[src/rtl/sysctl_pkg.sv]
package sysctl_pkg;

  localparam int P_SPECIAL = 'h0092;
  localparam int P_ID_CPU  = 'h0800;
  localparam int P_ID_FEAT = 'h0802;
  localparam int P_ID_STAT = 'h0803;
  localparam int P_LED     = 'h0808;
  localparam int P_EQUIP   = 'h080C;
  localparam int P_LOCK1   = 'h0810;
  localparam int P_LOCK2   = 'h0812;
  localparam int P_CACHE   = 'h0814;
  localparam int P_KEY     = 'h0818;
  localparam int P_SYSCTL  = 'h081C;
  localparam int P_L2      = 'h0823;
  localparam int P_MAP     = 'h0850;
  localparam int P_WIN_LO  = 'h0800;
  localparam int P_WIN_HI  = 'h0851;

  localparam int C_ID_CPU  = 'hEF;
  localparam int C_ID_FEAT = 'hAD;
  localparam int C_ID_STAT = 'hE0;
  localparam int C_EQUIP   = 'h3C;
  localparam int C_EXTFEAT = 'h39;
  localparam int C_KEY     = 'h00;
  localparam int C_L2      = 'h03;
  localparam int C_UNUSED  = 'hFF;

  typedef enum logic [3:0] {
    SEL_NONE,
    SEL_SPECIAL,
    SEL_ID_CPU,
    SEL_ID_FEAT,
    SEL_ID_STAT,
    SEL_LED,
    SEL_EQUIP,
    SEL_LOCK1,
    SEL_LOCK2,
    SEL_CACHE,
    SEL_KEY,
    SEL_SYSCTL,
    SEL_L2,
    SEL_MAP,
    SEL_SCRATCH,
    SEL_OTHER
  } port_sel_e;

endpackage

[src/rtl/sysctl_decode.sv]
module sysctl_decode
  import sysctl_pkg::*;
#(
  parameter int ADDR_W       = 16,
  parameter int SCRATCH_BASE = 'h0398,
  parameter int SCRATCH_N    = 2,
  localparam int IDX_W       = (SCRATCH_N > 1) ? $clog2(SCRATCH_N) : 1
) (
  input  logic [ADDR_W-1:0] port_addr,
  output port_sel_e         sel,
  output logic [IDX_W-1:0]  scr_idx,
  output logic              claimed
);

  localparam logic [ADDR_W-1:0] SCR_LO = ADDR_W'(SCRATCH_BASE);
  localparam logic [ADDR_W-1:0] SCR_HI = ADDR_W'(SCRATCH_BASE + SCRATCH_N - 1);
  localparam logic [ADDR_W-1:0] WIN_LO = ADDR_W'(P_WIN_LO);
  localparam logic [ADDR_W-1:0] WIN_HI = ADDR_W'(P_WIN_HI);

  logic [ADDR_W-1:0] scr_off;
  assign scr_off = port_addr - SCR_LO;

  always_comb begin
    sel     = SEL_NONE;
    scr_idx = '0;
    if (port_addr >= SCR_LO && port_addr <= SCR_HI) begin
      sel     = SEL_SCRATCH;
      scr_idx = scr_off[IDX_W-1:0];
    end else if (port_addr == ADDR_W'(P_SPECIAL)) begin
      sel = SEL_SPECIAL;
    end else if (port_addr >= WIN_LO && port_addr <= WIN_HI) begin
      case (port_addr)
        ADDR_W'(P_ID_CPU):  sel = SEL_ID_CPU;
        ADDR_W'(P_ID_FEAT): sel = SEL_ID_FEAT;
        ADDR_W'(P_ID_STAT): sel = SEL_ID_STAT;
        ADDR_W'(P_LED):     sel = SEL_LED;
        ADDR_W'(P_EQUIP):   sel = SEL_EQUIP;
        ADDR_W'(P_LOCK1):   sel = SEL_LOCK1;
        ADDR_W'(P_LOCK2):   sel = SEL_LOCK2;
        ADDR_W'(P_CACHE):   sel = SEL_CACHE;
        ADDR_W'(P_KEY):     sel = SEL_KEY;
        ADDR_W'(P_SYSCTL):  sel = SEL_SYSCTL;
        ADDR_W'(P_L2):      sel = SEL_L2;
        ADDR_W'(P_MAP):     sel = SEL_MAP;
        default:            sel = SEL_OTHER;
      endcase
    end
  end

  assign claimed = (sel != SEL_NONE);

endmodule

[src/rtl/sysctl_ctrl.sv]
module sysctl_ctrl
  import sysctl_pkg::*;
#(
  parameter int DATA_W   = 8,
  parameter int SYSCTL_W = 4
) (
  input  logic                clk,
  input  logic                rst,
  input  logic                wr_stb,
  input  port_sel_e           sel,
  input  logic [DATA_W-1:0]   wdata,
  output logic                reset_req,
  output logic                le_mode,
  output logic                disk_led,
  output logic [SYSCTL_W-1:0] sys_ctl,
  output logic                io_map_sel,
  output logic                unlock1_pulse,
  output logic                unlock2_pulse,
  output logic                bad_wr
);

  logic wr_bad_port;
  always_comb begin
    case (sel)
      SEL_EQUIP, SEL_KEY, SEL_L2, SEL_OTHER: wr_bad_port = 1'b1;
      default:                               wr_bad_port = 1'b0;
    endcase
  end

  always_ff @(posedge clk) begin
    if (rst) begin
      reset_req     <= 1'b0;
      le_mode       <= 1'b0;
      disk_led      <= 1'b0;
      sys_ctl       <= '0;
      io_map_sel    <= 1'b0;
      unlock1_pulse <= 1'b0;
      unlock2_pulse <= 1'b0;
      bad_wr        <= 1'b0;
    end else begin
      unlock1_pulse <= wr_stb && (sel == SEL_LOCK1);
      unlock2_pulse <= wr_stb && (sel == SEL_LOCK2);
      bad_wr        <= wr_stb && wr_bad_port;
      if (wr_stb) begin
        case (sel)
          SEL_SPECIAL: begin
            reset_req <= wdata[0];
            le_mode   <= wdata[1];
          end
          SEL_LED:    disk_led   <= wdata[0];
          SEL_SYSCTL: sys_ctl    <= wdata[SYSCTL_W-1:0];
          SEL_MAP:    io_map_sel <= wdata[0];
          default: ;
        endcase
      end
    end
  end

  AST_RSTREQ_HOLD: assert property (@(posedge clk) disable iff (rst)
    !(wr_stb && sel == SEL_SPECIAL) |=> $stable(reset_req) && $stable(le_mode));
  AST_LOCK1_CAUSE: assert property (@(posedge clk) disable iff (rst)
    unlock1_pulse |-> $past(wr_stb && sel == SEL_LOCK1));
  AST_LOCK2_CAUSE: assert property (@(posedge clk) disable iff (rst)
    unlock2_pulse |-> $past(wr_stb && sel == SEL_LOCK2));
  AST_BADWR_CAUSE: assert property (@(posedge clk) disable iff (rst)
    bad_wr |-> $past(wr_stb) && $stable(sys_ctl) && $stable(disk_led) && $stable(io_map_sel));
  AST_SYSCTL_HOLD: assert property (@(posedge clk) disable iff (rst)
    !(wr_stb && sel == SEL_SYSCTL) |=> $stable(sys_ctl));

endmodule

[src/rtl/sysctl_scratch.sv]
module sysctl_scratch #(
  parameter int DATA_W    = 8,
  parameter int SCRATCH_N = 2,
  localparam int IDX_W    = (SCRATCH_N > 1) ? $clog2(SCRATCH_N) : 1
) (
  input  logic              clk,
  input  logic              we,
  input  logic [IDX_W-1:0]  idx,
  input  logic [DATA_W-1:0] wdata,
  output logic [DATA_W-1:0] rdata
);

  logic [DATA_W-1:0] mem [SCRATCH_N];

  always_ff @(posedge clk) begin
    if (we) mem[idx] <= wdata;
  end

  assign rdata = mem[idx];

endmodule

[src/rtl/sysctl_regbank.sv]
module sysctl_regbank
  import sysctl_pkg::*;
#(
  parameter int ADDR_W       = 16,
  parameter int DATA_W       = 8,
  parameter int SYSCTL_W     = 4,
  parameter int SCRATCH_BASE = 'h0398,
  parameter int SCRATCH_N    = 2
) (
  input  logic                clk,
  input  logic                rst,
  input  logic [ADDR_W-1:0]   port_addr,
  input  logic                rd_en,
  input  logic                wr_en,
  input  logic [DATA_W-1:0]   wr_data,
  output logic [DATA_W-1:0]   rd_data,
  output logic                hit,
  output logic                reset_req,
  output logic                le_mode,
  output logic                disk_led,
  output logic [SYSCTL_W-1:0] sys_ctl,
  output logic                io_map_sel,
  output logic                unlock1_pulse,
  output logic                unlock2_pulse,
  output logic                bad_wr
);

  localparam int IDX_W = (SCRATCH_N > 1) ? $clog2(SCRATCH_N) : 1;

  port_sel_e         sel;
  logic [IDX_W-1:0]  scr_idx;
  logic              claimed;
  logic [DATA_W-1:0] scr_rdata;
  logic [DATA_W-1:0] rd_next;

  sysctl_decode #(
    .ADDR_W(ADDR_W), .SCRATCH_BASE(SCRATCH_BASE), .SCRATCH_N(SCRATCH_N)
  ) u_decode (
    .port_addr(port_addr), .sel(sel), .scr_idx(scr_idx), .claimed(claimed)
  );

  sysctl_ctrl #(.DATA_W(DATA_W), .SYSCTL_W(SYSCTL_W)) u_ctrl (
    .clk(clk), .rst(rst), .wr_stb(wr_en), .sel(sel), .wdata(wr_data),
    .reset_req(reset_req), .le_mode(le_mode), .disk_led(disk_led),
    .sys_ctl(sys_ctl), .io_map_sel(io_map_sel),
    .unlock1_pulse(unlock1_pulse), .unlock2_pulse(unlock2_pulse),
    .bad_wr(bad_wr)
  );

  sysctl_scratch #(.DATA_W(DATA_W), .SCRATCH_N(SCRATCH_N)) u_scratch (
    .clk(clk), .we(wr_en && sel == SEL_SCRATCH), .idx(scr_idx),
    .wdata(wr_data), .rdata(scr_rdata)
  );

  always_comb begin
    case (sel)
      SEL_SPECIAL: rd_next = '0;
      SEL_ID_CPU:  rd_next = DATA_W'(C_ID_CPU);
      SEL_ID_FEAT: rd_next = DATA_W'(C_ID_FEAT);
      SEL_ID_STAT: rd_next = DATA_W'(C_ID_STAT);
      SEL_EQUIP:   rd_next = DATA_W'(C_EQUIP);
      SEL_LOCK1:   rd_next = DATA_W'(C_EXTFEAT);
      SEL_KEY:     rd_next = DATA_W'(C_KEY);
      SEL_L2:      rd_next = DATA_W'(C_L2);
      SEL_SYSCTL:  rd_next = DATA_W'(sys_ctl);
      SEL_MAP:     rd_next = DATA_W'(io_map_sel);
      SEL_SCRATCH: rd_next = scr_rdata;
      SEL_NONE:    rd_next = '0;
      default:     rd_next = DATA_W'(C_UNUSED);
    endcase
  end

  always_ff @(posedge clk) begin
    if (rst) begin
      rd_data <= '0;
      hit     <= 1'b0;
    end else begin
      rd_data <= (rd_en && claimed) ? rd_next : '0;
      hit     <= (rd_en || wr_en) && claimed;
    end
  end

  AST_HIT_CAUSE: assert property (@(posedge clk) disable iff (rst)
    hit |-> $past(rd_en || wr_en));
  AST_RDATA_IDLE: assert property (@(posedge clk) disable iff (rst)
    !rd_en |=> (rd_data == '0));

endmodule

[config.mk]
export PLATFORM = sky130hd
export DESIGN_NAME = sysctl_regbank
export DESIGN_NICKNAME = d
export VERILOG_FILES = /design/src/rtl/sysctl_pkg.sv /design/src/rtl/sysctl_decode.sv /design/src/rtl/sysctl_ctrl.sv /design/src/rtl/sysctl_scratch.sv /design/src/rtl/sysctl_regbank.sv
export SDC_FILE = /design/constraint.sdc
export NUM_CORES = 1
export LEC_CHECK = 0
export CELL_PAD_IN_SITES_DETAIL_PLACEMENT = 0
export CELL_PAD_IN_SITES_GLOBAL_PLACEMENT = 1
export CORE_ASPECT_RATIO = 1.4
export CORE_MARGIN = 2
export CORE_UTILIZATION = 37
export DETAILED_ROUTE_END_ITERATION = 7
export GPL_TIMING_DRIVEN = 0
export HOLD_SLACK_MARGIN = 0.05
export PLACE_DENSITY_LB_ADDON = 0.08
export SYNTH_ARGS = -nofsm -noshare
export SYNTH_HDL_FRONTEND = slang
export SYNTH_SLANG_ARGS = --single-unit
[constraint.sdc]
create_clock -name clk -period 2.9 [get_ports clk]
set_clock_uncertainty 0.2 [all_clocks]
set_input_delay 0.29 -clock clk [delete_from_list [all_inputs] [get_ports clk]]
set_output_delay 0.29 -clock clk [all_outputs]
set_load 0.05 [all_outputs]
==> results.cfg <==
[placement]
io_buffers = 45
gp_congestion = 0.8275
preCtsSetupSlack_ns = -0.9696
dp_hpwl_mm = 4.526
place_area_mm2 = 0.002574

[synth]
synth_area_leaders = edfxtp_1, dfxtp_1, mux2i_1, nor2_1, nand3_1
syn_area_per_cell_um2 = 9.307
syn_area_mm2 = 0.002038
ys_types = 50
synth.largest_area_cell = edfxtp_1
ys_async_sr_fraction_pct = 0
synth_enable_flop_cells = 16
syn-num-nets = 247
synth_cells = 219
synth_warnings = 0
synth_top_area_share_pct = 23.57
synth-main-ff-cell = dfxtp_1
ys_seq_elements = 36
seq_area_frac_synth_pct = 43.22

[worst_setup_path]
path_common_cell = or3_4
cp-end-kind = register
max_stage_delay_ns = 0.52
arrival_ns = 2.80
slowest_stage = or4b_4
worstPathRequired_ns = 2.92
cp-start-kind = primary input
critPathMaxFanout = 4
criticalPathCategory = in2reg
worstPathCellList = clkdlybuf4s50_1 -> or3_4 -> or3_4 -> a21o_1 -> a222oi_1 -> or4b_4 -> a21oi_2

[die]
coreArea_mm2 = 0.005405
die_y_um = 91.82
rows = 32
io_pins = 48
start_util_pct = 37.71
die_width_um = 66.73
dieArea_mm2 = 0.006127

[detailed_routing]
drtIter0Drc = 113
vias = 1967
drc_errors = 0
antenna_left = 0
wl_per_cell_um = 17.09
drt-total-wl_mm = 5.880
vias_per_cell = 5.718
first_pass_iters = 4

[run]
drv_cap = 0

[timing]
hold_ws_ns = 0.2200
fmax_mhz = 359.4
slew_violations = 0
final.period_utilization_pct = 95.96
fin_ws_ns = 0.1172
finalSetupViolCount = 0
tightest_slew_ns = 0.6198
period_needed_ns = 2.783
hold_viol_final = 0
slew_headroom_pct = 58.30

[clocking]
numCtsBuffers = 5
cts_buffer_depth = 2
cts.sinks = 36
cts-hold-fix-buffers = 0
cts_tree = yes
insertion_delay_ns = 0.29
clockRootBuffer = clkbuf_8
path_clk_slew_ns = 0.07
cts_max_level = 2

[grt]
antenna_found_initial = 0
grt_usage_pct = 19.95
grt_max_degree = 12
grt_pass1_wl_mm = 9.170
grt_overflow = 0
grt_pass1_vias = 1899

[finish]
layout-drive-gt1-share_pct = 17.03
layout_commonest_cell = clkdlybuf4s50_1
area_delta_synth_final_pct = 41.13
design_area_mm2 = 0.002877
fin_util_pct = 53.22
mostFrequentLayoutCells = clkdlybuf4s50_1, dfxtp_1, nor2_1, edfxtp_1, nand2_1
nNetsFinal = 303
antennaDiodeCount = 0

[power]
power.leakage_uw = 0.0009562
ir_worst_vdd_mv = 0.3038
power_density_mw_per_mm2 = 373.7
power_uw = 1075

[hold_path]
hold_path_class = in2reg

[status]
outcome = finished clean
==> through the flow <==
step                cells  setup TNS, ns
global placement      332         -13.59
finish                344              0
detailed placement    332         -14.45
floorplan             219              0
global route          344      -0.005472
CTS                   343              0
==> cell usage after synthesis, types with 3 or more instances <==
cell,n
inv_1,5
nor3_1,8
or2_2,4
o22ai_1,4
edfxtp_1,16
nor2_1,18
nor4_1,4
nor2b_1,4
a31oi_1,7
mux2i_1,9
nand3_1,13
o41ai_1,3
clkbuf_1,9
or3_1,8
mux2_2,3
dfxtp_1,20
nand2_1,14
nand4_1,4
or4_1,4
buf_2,3
o21ai_0,8
a21oi_1,12
a41oi_1,3
a21o_1,3
==> routing by layer <==
layer,GRT usage (%),vias up,wire [um]
li1,-,972,-
met1,23.23,925,2366
met2,35.67,58,3149
met3,2.822,12,204
met4,7.993,0,160
met5,0,-,0
==> worst max-delay path: cells and delay by family <==
family          cells  cell delay, ns
compound gates      3            0.80
buf+inv             1            0.43
simple gates        3            1.29
==> final cells by class <==
cell class / count / area [um^2]
Inverter: 5 / 18.77
Clock buffer: 6 / 72.57
Multi-Input combinational cell: 166 / 1227
Buffer: 11 / 52.55
Clock inverter: 2 / 35.03
Timing Repair Buffer: 50 / 504.2
Sequential cell: 36 / 880.8
Tap cell: 68 / 85.08
Fill cell: 528 / 2529
==> path summary, 6_finish.rpt <==
| path | start | end | slack, ns | cells past startpoint |
|---|---|---|---|---|
| max reg2reg | u_scratch.mem[1][2]$_DFFE_PP_ | rd_data[2]$_SDFF_PP0_ | 1.34 | 4 |
| min | rst | u_ctrl.sys_ctl[3]$_SDFFE_PP0P_ | 0.22 | 2 |
| min reg2reg | u_ctrl.disk_led$_SDFFE_PP0P_ | u_ctrl.disk_led$_SDFFE_PP0P_ | 0.26 | 2 |
| max | port_addr[2] | u_ctrl.le_mode$_SDFFE_PP0P_ | 0.12 | 7 |
==> flip-flops by register name, indices dropped and copies added (netlist names) <==
name,flops
hit,1
rd_data,8
u_ctrl.unlock2_pulse,1
u_ctrl.reset_req,1
u_ctrl.unlock1_pulse,1
u_scratch.mem,16
u_ctrl.io_map_sel,1
u_ctrl.disk_led,1
u_ctrl.bad_wr,1
u_ctrl.le_mode,1
u_ctrl.sys_ctl,4
==> logic make-up (layout without fill, tap and decap cells) <==
logic type / count (synthesis) / count (layout) / synth area share [%]
simple gates: 99 / 99 / 28.05
compound gates: 55 / 55 / 19.34
flops: 36 / 36 / 43.22
mux: 12 / 12 / 6.077
buf+inv: 17 / 74 / 3.315
==> power by group <==
part           internal, uW  switching (uW)  total (uW)  leakage, uW
registers               528          0.0131         529     0.000305
clock network           255             176         431    0.0000552
logic                  51.7            63.4         115     0.000596
total                   835             240        1070     0.000956
==> repair_timing <==
| item | in CTS | in global routing |
|---|---|---|
| pin swaps | 4 | 4 |
| endpoints found under the setup margin | 19 | 19 |
| gates resized for setup | 16 | 28 |
| endpoints found under the hold margin | 0 | 0 |
| buffers inserted | 4 | 1 |
(Power assumes the default switching activity.)
